==> config.mk <==
export PLATFORM = sky130hd
export DESIGN_NAME = keyguard_wdt
export DESIGN_NICKNAME = d
export VERILOG_FILES = /design/src/rtl/keyguard_wdt_pkg.sv /design/src/rtl/keyguard_wdt_ctrl.sv /design/src/rtl/keyguard_wdt_datapath.sv /design/src/rtl/keyguard_wdt.sv
export SDC_FILE = /design/constraint.sdc
export NUM_CORES = 1
export LEC_CHECK = 0
export ABC_CLOCK_PERIOD_IN_PS = 3500
export BUFFER_PORTS_ARGS = -buffer_cell sky130_fd_sc_hd__buf_2
export CORE_ASPECT_RATIO = 0.7
export CORE_MARGIN = 8
export CORE_UTILIZATION = 54
export CTS_CLUSTER_DIAMETER = 40
export DETAILED_ROUTE_END_ITERATION = 12
export GPL_ROUTABILITY_DRIVEN = 0
export PLACE_DENSITY = 0.86
export SLEW_MARGIN = 25
export SYNTH_ARGS = -nofsm -noshare
export SYNTH_HDL_FRONTEND = slang
export SYNTH_SLANG_ARGS = --single-unit
==> constraint.sdc <==
create_clock -name clk -period 3.5 [get_ports clk]
set_input_delay 0.175 -clock clk [delete_from_list [all_inputs] [get_ports clk]]
set_output_delay 0.175 -clock clk [all_outputs]
set_load 0.05 [all_outputs]
==> src/rtl/keyguard_wdt_pkg.sv <==
package keyguard_wdt_pkg;

  typedef enum logic {
    KEY_WAIT_LO = 1'b0,
    KEY_WAIT_HI = 1'b1
  } keyState_e;

  typedef struct packed {
    logic clrCnt;
    logic incCnt;
    logic loadPulse;
  } wdtStrobe_t;

endpackage

==> src/rtl/keyguard_wdt_ctrl.sv <==
module keyguard_wdt_ctrl
  import keyguard_wdt_pkg::*;
#(
  parameter logic [7:0] KEY_FIRST  = 8'h1E,
  parameter logic [7:0] KEY_SECOND = 8'hE1
) (
  input  logic       clk,
  input  logic       rstN,
  input  logic       wrEn,
  input  logic [7:0] wrData,
  input  logic       tickEn,
  input  logic       idleMode,
  input  logic       pdMode,
  input  logic       extIntN,
  input  logic       cfgIdleHalt,
  input  logic       cfgNoRstOut,
  input  logic       cntAtLimit,
  output wdtStrobe_t strb,
  output logic       wdtRst
);

  keyState_e keyState;
  logic      armed;
  logic      pdHold;
  logic      freeze;
  logic      countOk;
  logic      keyDone;
  logic      expire;

  // Counting is held in power-down and after it until the wake line is high.
  assign freeze  = pdMode || (pdHold && !extIntN) || (idleMode && cfgIdleHalt);
  assign countOk = armed && tickEn && !freeze;
  assign keyDone = wrEn && (keyState == KEY_WAIT_HI) && (wrData == KEY_SECOND);
  assign expire  = countOk && cntAtLimit && !keyDone;

  always_comb begin
    strb.clrCnt    = keyDone || expire;
    strb.incCnt    = countOk && !keyDone && !expire;
    strb.loadPulse = expire && !cfgNoRstOut;
  end

  always_ff @(posedge clk) begin
    if (!rstN) begin
      keyState <= KEY_WAIT_LO;
      armed    <= 1'b0;
      pdHold   <= 1'b0;
      wdtRst   <= 1'b0;
    end else begin
      wdtRst <= expire;
      if (pdMode)       pdHold <= 1'b1;
      else if (extIntN) pdHold <= 1'b0;
      if (expire) begin
        armed    <= 1'b0;
        keyState <= KEY_WAIT_LO;
      end else begin
        if (keyDone) armed <= 1'b1;
        if (wrEn) begin
          if (keyState == KEY_WAIT_LO && wrData == KEY_FIRST) keyState <= KEY_WAIT_HI;
          else                                                 keyState <= KEY_WAIT_LO;
        end
      end
    end
  end

  // a reset request can only come from an armed watchdog
  rst_needs_arm_chk: assert property (@(posedge clk) disable iff (!rstN)
    wdtRst |-> $past(armed));


  rst_disarms_chk: assert property (@(posedge clk) disable iff (!rstN)
    wdtRst |-> !armed);


  rst_single_chk: assert property (@(posedge clk) disable iff (!rstN)
    wdtRst |=> !wdtRst);

  // no counting in power-down
  pd_frozen_chk: assert property (@(posedge clk) disable iff (!rstN)
    pdMode |-> !strb.incCnt && !wdtRst);

endmodule

==> src/rtl/keyguard_wdt_datapath.sv <==
module keyguard_wdt_datapath
  import keyguard_wdt_pkg::*;
#(
  parameter int CNT_W     = 14,
  parameter int PULSE_LEN = 98
) (
  input  logic       clk,
  input  logic       rstN,
  input  wdtStrobe_t strb,
  output logic       cntAtLimit,
  output logic       rstOut
);

  localparam int                 PULSE_W = $clog2(PULSE_LEN + 1);
  localparam logic [CNT_W-1:0]   CNT_ONE = {{(CNT_W-1){1'b0}}, 1'b1};
  localparam logic [CNT_W-1:0]   CNT_LAST = {{(CNT_W-1){1'b1}}, 1'b0};
  localparam logic [PULSE_W-1:0] P_ONE = {{(PULSE_W-1){1'b0}}, 1'b1};
  localparam logic [PULSE_W-1:0] P_LOAD = PULSE_W'(PULSE_LEN);

  logic [CNT_W-1:0]   count;
  logic [PULSE_W-1:0] pulseCnt;

  always_ff @(posedge clk) begin
    if (!rstN)            count <= '0;
    else if (strb.clrCnt) count <= '0;
    else if (strb.incCnt) count <= count + CNT_ONE;
  end

  // The tick that would make the count all ones is the expiring one.
  assign cntAtLimit = (count == CNT_LAST);

  always_ff @(posedge clk) begin
    if (!rstN)                pulseCnt <= '0;
    else if (strb.loadPulse)  pulseCnt <= P_LOAD;
    else if (pulseCnt != '0)  pulseCnt <= pulseCnt - P_ONE;
  end

  assign rstOut = (pulseCnt != '0);

  // the counter only steps up by one or returns to zero
  cnt_step_chk: assert property (@(posedge clk) disable iff (!rstN)
    (count != $past(count)) |-> (count == $past(count) + CNT_ONE) || (count == '0));

  // the stretcher starts only from a load request
  pulse_start_chk: assert property (@(posedge clk) disable iff (!rstN)
    $rose(rstOut) |-> $past(strb.loadPulse));

endmodule

==> src/rtl/keyguard_wdt.sv <==
module keyguard_wdt
  import keyguard_wdt_pkg::*;
#(
  parameter int         CNT_W      = 14,
  parameter int         PULSE_LEN  = 98,
  parameter logic [7:0] KEY_FIRST  = 8'h1E,
  parameter logic [7:0] KEY_SECOND = 8'hE1
) (
  input  logic       clk,
  input  logic       rstN,
  input  logic       wrEn,
  input  logic [7:0] wrData,
  input  logic       tickEn,
  input  logic       idleMode,
  input  logic       pdMode,
  input  logic       extIntN,
  input  logic       cfgIdleHalt,
  input  logic       cfgNoRstOut,
  output logic       wdtRst,
  output logic       rstOut
);

  wdtStrobe_t strb;
  logic       cntAtLimit;

  keyguard_wdt_ctrl #(
    .KEY_FIRST (KEY_FIRST),
    .KEY_SECOND(KEY_SECOND)
  ) uCtrl (
    .clk        (clk),
    .rstN       (rstN),
    .wrEn       (wrEn),
    .wrData     (wrData),
    .tickEn     (tickEn),
    .idleMode   (idleMode),
    .pdMode     (pdMode),
    .extIntN    (extIntN),
    .cfgIdleHalt(cfgIdleHalt),
    .cfgNoRstOut(cfgNoRstOut),
    .cntAtLimit (cntAtLimit),
    .strb       (strb),
    .wdtRst     (wdtRst)
  );

  keyguard_wdt_datapath #(
    .CNT_W    (CNT_W),
    .PULSE_LEN(PULSE_LEN)
  ) uData (
    .clk       (clk),
    .rstN      (rstN),
    .strb      (strb),
    .cntAtLimit(cntAtLimit),
    .rstOut    (rstOut)
  );

  // the stretched pulse never runs while reset-out is suppressed at expiry
  no_rstout_chk: assert property (@(posedge clk) disable iff (!rstN)
    (wdtRst && $past(cfgNoRstOut)) |-> !rstOut);

endmodule

# Word level (Yosys, flattened, before mapping)
# Index checks and enable logic that the tools add are counted.
dict set report op_classes {
  eq_ne 3
  n_bitwise 2
  add_sub_neg 2
  mux 5
  n_reduce_logical 26
}
# cell n
set op_table {}
lappend op_table {{$add 14x1->14 const B} 1}
lappend op_table {{$eq 14x14->1 const B} 1}
lappend op_table {{$mux 7} 2}
lappend op_table {{$logic_and 1x1->1} 12}
lappend op_table {{$eq 8x5->1 const B} 1}
lappend op_table {{$eq 8x8->1 const B} 1}
lappend op_table {{$reduce_bool 7->1} 1}
lappend op_table {{$sub 7x1->7 const B} 1}
lappend op_table {{$reduce_or 2->1} 3}
lappend op_table {{$logic_not 1->1} 5}
lappend op_table {{$reduce_bool 2->1} 2}
lappend op_table {{$logic_or 1x1->1} 3}
lappend op_table {{$mux 1} 3}
lappend op_table {{$not 1->1} 2}
dict set report totals {
  input_bits 17
  ff_bits 25
  out_inout_bits 2
}

# Logic depth before layout (Yosys ltp)
# Gate-level depths: netlist of the first run.
dict set report depth {
  ltp_word 10
  depth_mapped 8
}

# Hierarchy
# From an unflattened synthesis of the first run, not the netlist that was laid out.
dict set report hier_totals {
  hier_cells 143
  hier_area_um2 1290.0
}
# module n_inst seq_area_each_um2 area_per_inst_um2 cells_each
set modules_own_cells {}
lappend modules_own_cells {keyguard_wdt_datapath 1 420.4 1028.5 115}
lappend modules_own_cells {keyguard_wdt_ctrl 1 80.1 261.5 28}

# Least setup slack after synthesis of the first run
# Ideal clock, no wire load.
dict set report synth_timing {
  path_type {register to register}
  start {register uData.pulseCnt[2]}
  end {register uData.pulseCnt[5]}
  arrival_ps 1686
  stages_incl_launch_ff 8
  setup_time_ps 115
  synth_period_minus_slack_ps 1801
  path_slack_ps 1699
  cell_sequence {dfxtp_1 -> nor4_1 -> and3b_1 -> clkbuf_1 -> inv_1 -> a31oi_1 -> a31oi_1 -> o21a_1}
}
dict set report synth_via {
  elab_cells_between_ends 5
  classes_between {1 x add/sub; 2 x mux; 2 x reduce/logical}
}
# element line
set synth_lines {}
lappend synth_lines {{start: declaration} keyguard_wdt_datapath.sv:21} ;# logic [PULSE_W-1:0] pulseCnt;
lappend synth_lines {{start signal: assignment} keyguard_wdt_datapath.sv:35} ;# else if (pulseCnt != '0) pulseCnt <= pulseCnt - P_ONE;
lappend synth_lines {{$reduce_bool 7->1} -}
lappend synth_lines {{named net rstOut} keyguard_wdt.sv:20} ;# output logic rstOut
lappend synth_lines {{$reduce_bool 2->1 (no line)} -}
# The timed path passes the listed nets, and every way through them passes these cells. The select of a mux whose other input is x is not followed.
# A chain may end at the register's enable or synchronous reset.

# Worst setup path in the final report of the first run
dict set report layout_timing {
  start {register uCtrl.pdHold}
  end {register uData.count[13]}
}
dict set report layout_via {
  elab_chain_cells 9
  elab_cells_between_ends 12
  classes_between {12 x reduce/logical}
}
# element line
set layout_lines {}
lappend layout_lines {{start: declaration} keyguard_wdt_ctrl.sv:24} ;# logic pdHold;
lappend layout_lines {{start signal: assignment} keyguard_wdt_ctrl.sv:46} ;# pdHold <= 1'b0;
lappend layout_lines {{start signal: assignment} keyguard_wdt_ctrl.sv:50} ;# if (pdMode) pdHold <= 1'b1;
lappend layout_lines {{start signal: assignment} keyguard_wdt_ctrl.sv:51} ;# else if (extIntN) pdHold <= 1'b0;
lappend layout_lines {{$logic_and 1x1->1 (*)} keyguard_wdt_ctrl.sv:31} ;# assign freeze = pdMode || (pdHold && !extIntN) || (idleMode && cfgIdleHalt);
lappend layout_lines {{$logic_or 1x1->1 (*) (2 in a row)} keyguard_wdt_ctrl.sv:31}
lappend layout_lines {{$logic_not 1->1 (*)} keyguard_wdt_ctrl.sv:32} ;# assign countOk = armed && tickEn && !freeze;
lappend layout_lines {{$logic_and 1x1->1 (*)} keyguard_wdt_ctrl.sv:32}
lappend layout_lines {{$logic_and 1x1->1 (2 in a row)} keyguard_wdt_ctrl.sv:34} ;# assign expire = countOk && cntAtLimit && !keyDone;
lappend layout_lines {{$logic_or 1x1->1 / $logic_not 1->1 (equally long branches)} {keyguard_wdt_ctrl.sv:37, keyguard_wdt_ctrl.sv:38}}
lappend layout_lines {{$reduce_or 2->1 (no line) / $logic_and 1x1->1 (equally long branches)} -}
lappend layout_lines {{end signal: assignment} keyguard_wdt_datapath.sv:26} ;# else if (strb.incCnt) count <= count + CNT_ONE;
lappend layout_lines {{end: declaration} keyguard_wdt_datapath.sv:20} ;# logic [CNT_W-1:0] count;
# Mark *: on every way between the ends. The rest lies on a longest branch, timed or not.

==> impl_metrics.tcl, run 1 <==
set metrics [dict create \
    hold_class "in -> reg" \
    cp_slowest_stage_delay_ns 0.82 \
    cap_violations 0 \
    vias 1108 \
    power.leakage_nw 0.5280 \
    place_ws_ns 1.310 \
    crit_arrival_ns 2.47 \
    status "finished clean" \
    grtUsageTotal_pct 14.26 \
    multi_input_area_um2 713.2 \
    avgSynthCellArea_um2 8.918 \
    max_freq_ghz 0.4501 \
    vdd.ir_drop.worst_mv 0.3457 \
    io_pins 19 \
    synth_seq_cells 25 \
    synth_edf_count 0 \
    grt_pass1_wl_um 4774 \
    synth_area_um2 1257 \
    worst_slew_pin_slew_ns 0.8929 \
    cp-end-kind "register" \
    drt-wirelength-per-cell_um 14.68 \
    numCtsBuffers 3 \
    synth_seq_area_share_pct 39.80 \
    layout.nets 181 \
    layout_commonest_cell "dfxtp_1" \
    detail_route.iter0.violations 40 \
    cts_max_level 1 \
    rows 14 \
    setup_viol 0 \
    postCtsResizedCells 0 \
    clock_latency_ns 0.32 \
    comb_power_share_pct 36.6 \
    crit_fanout 14 \
    die-area_um2 4153 \
    fillCellCount 207 \
    portBuffers 18 \
    syn2layout_area_growth_pct 10.55 \
    start_util_pct 57.89 \
    ys_types 35 \
    cp.required_ns 3.75 \
    slew_headroom_pct 40.48 \
    min_period_ns 2.222 \
    num_antenna_cells 0 \
    path_clk_slew_ns 0.13 \
    path_cells "nor2b_4, a2111oi_4, nand3_4, or4_1, a21oi_1" \
    yosysTopAreaCellShare_pct 39.80 \
    place.detailed.hpwl_um 2167 \
    antenna_found_initial 0 \
    wirelength_um 2804 \
    power_mw 0.7628 \
    hold_viol 0 \
    synth_top_area_cell "dfxtp_1" \
    syn_inst 141 \
    final_cell_mix "dfxtp_1 (25), buf_2 (18), nor2_1 (17)" \
    synth_area_leaders "dfxtp_1 (40%), xor2_1 (5.6%), nor2_1 (5.1%)" \
    gr-total-overflow 0 \
    internal_power_mw 0.4746 \
    dr.pass1.iters 4 \
    worstSetupStartpointType "register" \
    die_w_um 73.68 \
    drv_slew 0 \
    setup_ws_ns 1.278 \
    critPathKind "reg -> reg" \
    cp_slowest_cell "a2111oi_4" \
    die_h_um 56.38 \
    rsz0062_at_grt "no" \
    timing.setup.tns_ns 0 \
    clock-skew-final_ns 0.002647 \
    r2r_slack_ns 1.28 \
    clock-sinks 25 \
    grt_pass1_vias 1051 \
    core_um2 2172 \
    grt_max_degree 15 \
    synthArstFlopShare_pct 0 \
    clock_path_buffers 2 \
    p_seq_share_pct 46.8 \
    swShare_pct 37.78 \
    ys.flop_type "dfxtp_1" \
    ctsHoldBuffers 0 \
    power_frac_clock_pct 16.7 \
    ff_latch_area_um2 500.5 \
    cts_tree "done" \
    cts_setup_buffers 0 \
    synthesis.nets 162 \
    pwr_density_cell_nw_per_um2 548.7 \
    synth_warnings 0 \
    viasPerCell 5.801 \
    p_sw_mw 0.2882 \
    drc_errors 0 \
    root_buffer "clkbuf_4" \
    finalCritPeriodShare_pct 63.48 \
    ant_nets 0 \
    drive_above_1_share_pct 16.98 \
]
-- per-stage QoR --
| stage | cells | hold slack (ns) | cell area (um^2) | util, % |
|---|---|---|---|---|
| 6_report | 191 | 0.1296 | 1390 | 64.00 |
| 5_1_grt | 191 | 0.1222 | 1390 | 64.00 |
| 4_1_cts | 191 | 0.1226 | 1390 | 64.00 |
| 3_5_place_dp | 187 | 0.4604 | 1363 | 62.73 |
| 3_3_place_gp | 187 | 0.4440 | 1363 | 62.73 |
| 2_1_floorplan | 141 | 0.2925 | 1257 | - |
-- cell families after synthesis --
logic type / Yosys count / share of synthesized area, %
and+or+nand+nor: 69 / 31.94
DFF: 25 / 39.80
AOI/OAI and AO/OA: 22 / 12.44
xor gates and xnor gates: 12 / 8.358
buffers and inverters: 9 / 3.482
adders and majority gates: 4 / 3.980
-- power by group through the flow --
stage / logic [mW] / registers, mW / clock network, mW
final: 0.279 / 0.357 / 0.127
after global routing: 0.312 / 0.361 / 0.142
after CTS: 0.276 / 0.355 / 0.131
after detailed placement: 0.274 / 0.361 / 0
after global placement: 0.251 / 0.357 / 0
after floorplan: 0.213 / 0.351 / 0
-- synthesized netlist by cell type (all sizes together), types with 3 or more instances --
library cell,instances
dfxtp,25
xnor2,4
a21oi,8
inv,5
and2,5
nand3,5
nor2,17
o21ai,3
xor2,8
ha,4
o31ai,4
and3,4
nand2,8
nor3,7
buf,3
or4,4
nand4,8
-- layer usage --
metal / track usage, % / up-vias / wire [um]
met4: 4.816 / 0 / 36
met1: 16.94 / 508 / 1145
met5: 0 / - / 0
li1: - / 545 / -
met2: 22.42 / 49 / 1275
met3: 5.841 / 6 / 347
-- worst paths after layout --
kind                                    from              end  depth (start not counted)
worst min register to register   uCtrl.armed      uCtrl.armed                          2
worst max-delay path            uCtrl.pdHold  uData.count[13]                          5
worst max register to register  uCtrl.pdHold  uData.count[13]                          5
worst min-delay path                  pdMode     uCtrl.pdHold                          3
-- flip-flops by register name (all words and copies together) (netlist names) --
signal / flops
uCtrl.wdtRst: 1
uData.pulseCnt: 7
uCtrl.pdHold: 1
uCtrl.keyState: 1
uData.count: 14
uCtrl.armed: 1
-- worst max-delay path: cells and delay by family (launching register included) --
family | cells | cell delay (ns)
and+or+nand+nor | 3 | 0.87
DFF | 1 | 0.32
AOI/OAI and AO/OA | 2 | 0.96
-- area by class of cell --
cell class                      count  share of cell area [%]
Clock buffer                        3                   1.620
Multi-Input combinational cell    107                   51.31
Clock inverter                      1                  0.3600
Timing Repair Buffer               18                   6.481
Sequential cell                    25                   36.00
Inverter                            5                   1.350
Tap cell                           32                   2.880
Power figures use the tool's default switching activity.
==> run 2: changes to the inputs <==
--- a/config.mk
+++ b/config.mk
@@ -5,7 +5,7 @@
 export SDC_FILE = /design/constraint.sdc
 export NUM_CORES = 1
 export LEC_CHECK = 0
-export ABC_CLOCK_PERIOD_IN_PS = 3500
+export ABC_CLOCK_PERIOD_IN_PS = 2200
 export BUFFER_PORTS_ARGS = -buffer_cell sky130_fd_sc_hd__buf_2
 export CORE_ASPECT_RATIO = 0.7
 export CORE_MARGIN = 8
==> constraint.sdc (replaced) <==
create_clock -name clk -period 2.2 [get_ports clk]
set_input_delay 0.11 -clock clk [delete_from_list [all_inputs] [get_ports clk]]
set_output_delay 0.11 -clock clk [all_outputs]
set_load 0.05 [all_outputs]
==> run 2 against run 1 <==
Net effect: non-clock buffer count is 1 higher; first-iteration DRC count grew 48%; via count shrank 1.5%; clock power increased by 61%; worst setup slack got worse by 1.0 ns; global-route usage shrank 0.94 points; sequential power increased by 58%.
==> impl_metrics.tcl, run 2 (synthesized netlist as in run 1, its figures left out) <==
set metrics [dict create \
    cts_max_level 1 \
    clock_latency_ns 0.32 \
    vias 1091 \
    r2r-start "uData.count[0]" \
    wirelength_um 2563 \
    die_w_um 73.68 \
    cp.required_ns 2.09 \
    gr-total-overflow 0 \
    design_area_um2 1396 \
    cts_setup_buffers 0 \
    r2r_slack_ns 0.30 \
    ant_nets 0 \
    portBuffers 18 \
    top_register "uData.count" \
    crit_fanout 5 \
    core_um2 2172 \
    hold_depth 3 \
    antenna_found_initial 0 \
    place.detailed.hpwl_um 2009 \
    drt-wirelength-per-cell_um 13.35 \
    pwr_density_cell_nw_per_um2 850.4 \
    rows 14 \
    grt_pass1_vias 1019 \
    cap_violations 0 \
    critPathKind "reg -> out" \
    drc_errors 0 \
    drv_slew 0 \
    layout.nets 182 \
    r2r_cells 6 \
    grt_max_degree 15 \
    clock-sinks 25 \
    postCtsResizedCells 0 \
    hold_class "in -> reg" \
    timing.setup.tns_ns 0 \
    drive_above_1_share_pct 16.88 \
    vdd.ir_drop.worst_mv 0.3803 \
    max_freq_ghz 0.5155 \
    num_antenna_cells 0 \
    hold_viol 0 \
    setup_viol 0 \
    clock-skew-final_ns 0.01200 \
    largest_register_ffs 14 \
    die_h_um 56.38 \
    io_pins 19 \
    clock_path_buffers 2 \
    slew_headroom_pct 63.76 \
    hold_slack_ns 0.04303 \
    syn2layout_area_growth_pct 11.04 \
    finalCritPeriodShare_pct 88.18 \
    crit_arrival_ns 1.83 \
    rsz0062_at_grt "no" \
    status "finished clean" \
    root_buffer "clkbuf_4" \
    postPlaceCellArea_um2 1370 \
    post-route-util_pct 64.29 \
    worstHoldEndpoint "uCtrl.pdHold" \
    grt_pass1_wl_um 4526 \
    numCtsBuffers 3 \
    start_util_pct 57.89 \
    cts_tree "done" \
    final_cell_mix "dfxtp_1 (25), buf_2 (18), nor2_1 (17)" \
    dr.pass1.iters 4 \
    worst_slew_pin_slew_ns 0.5420 \
    min_period_ns 1.940 \
    viasPerCell 5.682 \
    worstSetupStartpointType "register" \
    top_regs "uData.count: 14 flops, uData.pulseCnt: 7 flops" \
    layout_commonest_cell "dfxtp_1" \
    cp-end-kind "output port" \
    die-area_um2 4153 \
    detail_route.iter0.violations 59 \
    path_clk_slew_ns 0.14 \
    ctsHoldBuffers 0 \
    reg2reg_to "uData.count[9]" \
    power.leakage_nw 0.5307 \
    hold_path_startpoint "pdMode" \
    grtUsageTotal_pct 13.32 \
]
==> run 2: cell types whose count changed in the layout (fill, tap and decap cells not counted), sizes merged <==
cell / delta
buf: +1
clkbuf: +1
clkinv: -1
==> run 2: how the worst max path moves through the flow <==
stage	slack, ns	endpoint	depth (start not counted)	start
2_1_floorplan	0.40	uData.pulseCnt[5]	7	uData.pulseCnt[2]
3_3_place_gp	0.38	uData.count[7]	6	uCtrl.pdHold
3_5_place_dp	0.31	uData.count[9]	6	uData.count[0]
4_1_cts	0.27	rstOut	4	uData.pulseCnt[2]
5_1_grt	0.15	uData.count[9]	6	uData.count[0]
6_report	0.26	rstOut	4	uData.pulseCnt[5]
==> run 2: layout make-up <==
| cell class | instances | area (um^2) |
|---|---|---|
| fill | 195 | 775.7 |
| multi-input combinational | 107 | 713.2 |
| sequential | 25 | 500.5 |
| timing repair buffer | 19 | 97.59 |
| tap | 32 | 40.04 |
| clock buffer | 4 | 26.28 |
| inverter | 5 | 18.77 |
==> run 2: per-layer routing <==
layer  up-vias  track usage (%)  wire, um
met5         -                0         0
met4         0            3.683        21
met3         5            6.372       307
met2        39            19.65      1046
met1       498            16.63      1188
li1        549                -         -
==> run 2: power by group <==
| group | switching, mW | internal [mW] |
|---|---|---|
| Clock | 0.134 | 0.0711 |
| Sequential | 0.0538 | 0.510 |
| Combinational | 0.245 | 0.173 |
| Total | 0.433 | 0.755 |
==> run 2: worst max-delay path, cell delays in order, from the launching register on <==
cell and delay [ns]:
dfxtp_1 0.36, nor4_1 0.45, and3b_1 0.35, inv_1 0.11, buf_2 0.22
==> run 2: stage by stage <==
stage          setup slack (ns)  cells  power, mW
2_1_floorplan            0.3990    141     0.8965
3_3_place_gp             0.3842    188     0.9707
3_5_place_dp             0.3130    188     0.9904
4_1_cts                  0.2682    192      1.194
5_1_grt                  0.1473    192      1.273
6_report                 0.2601    192      1.187
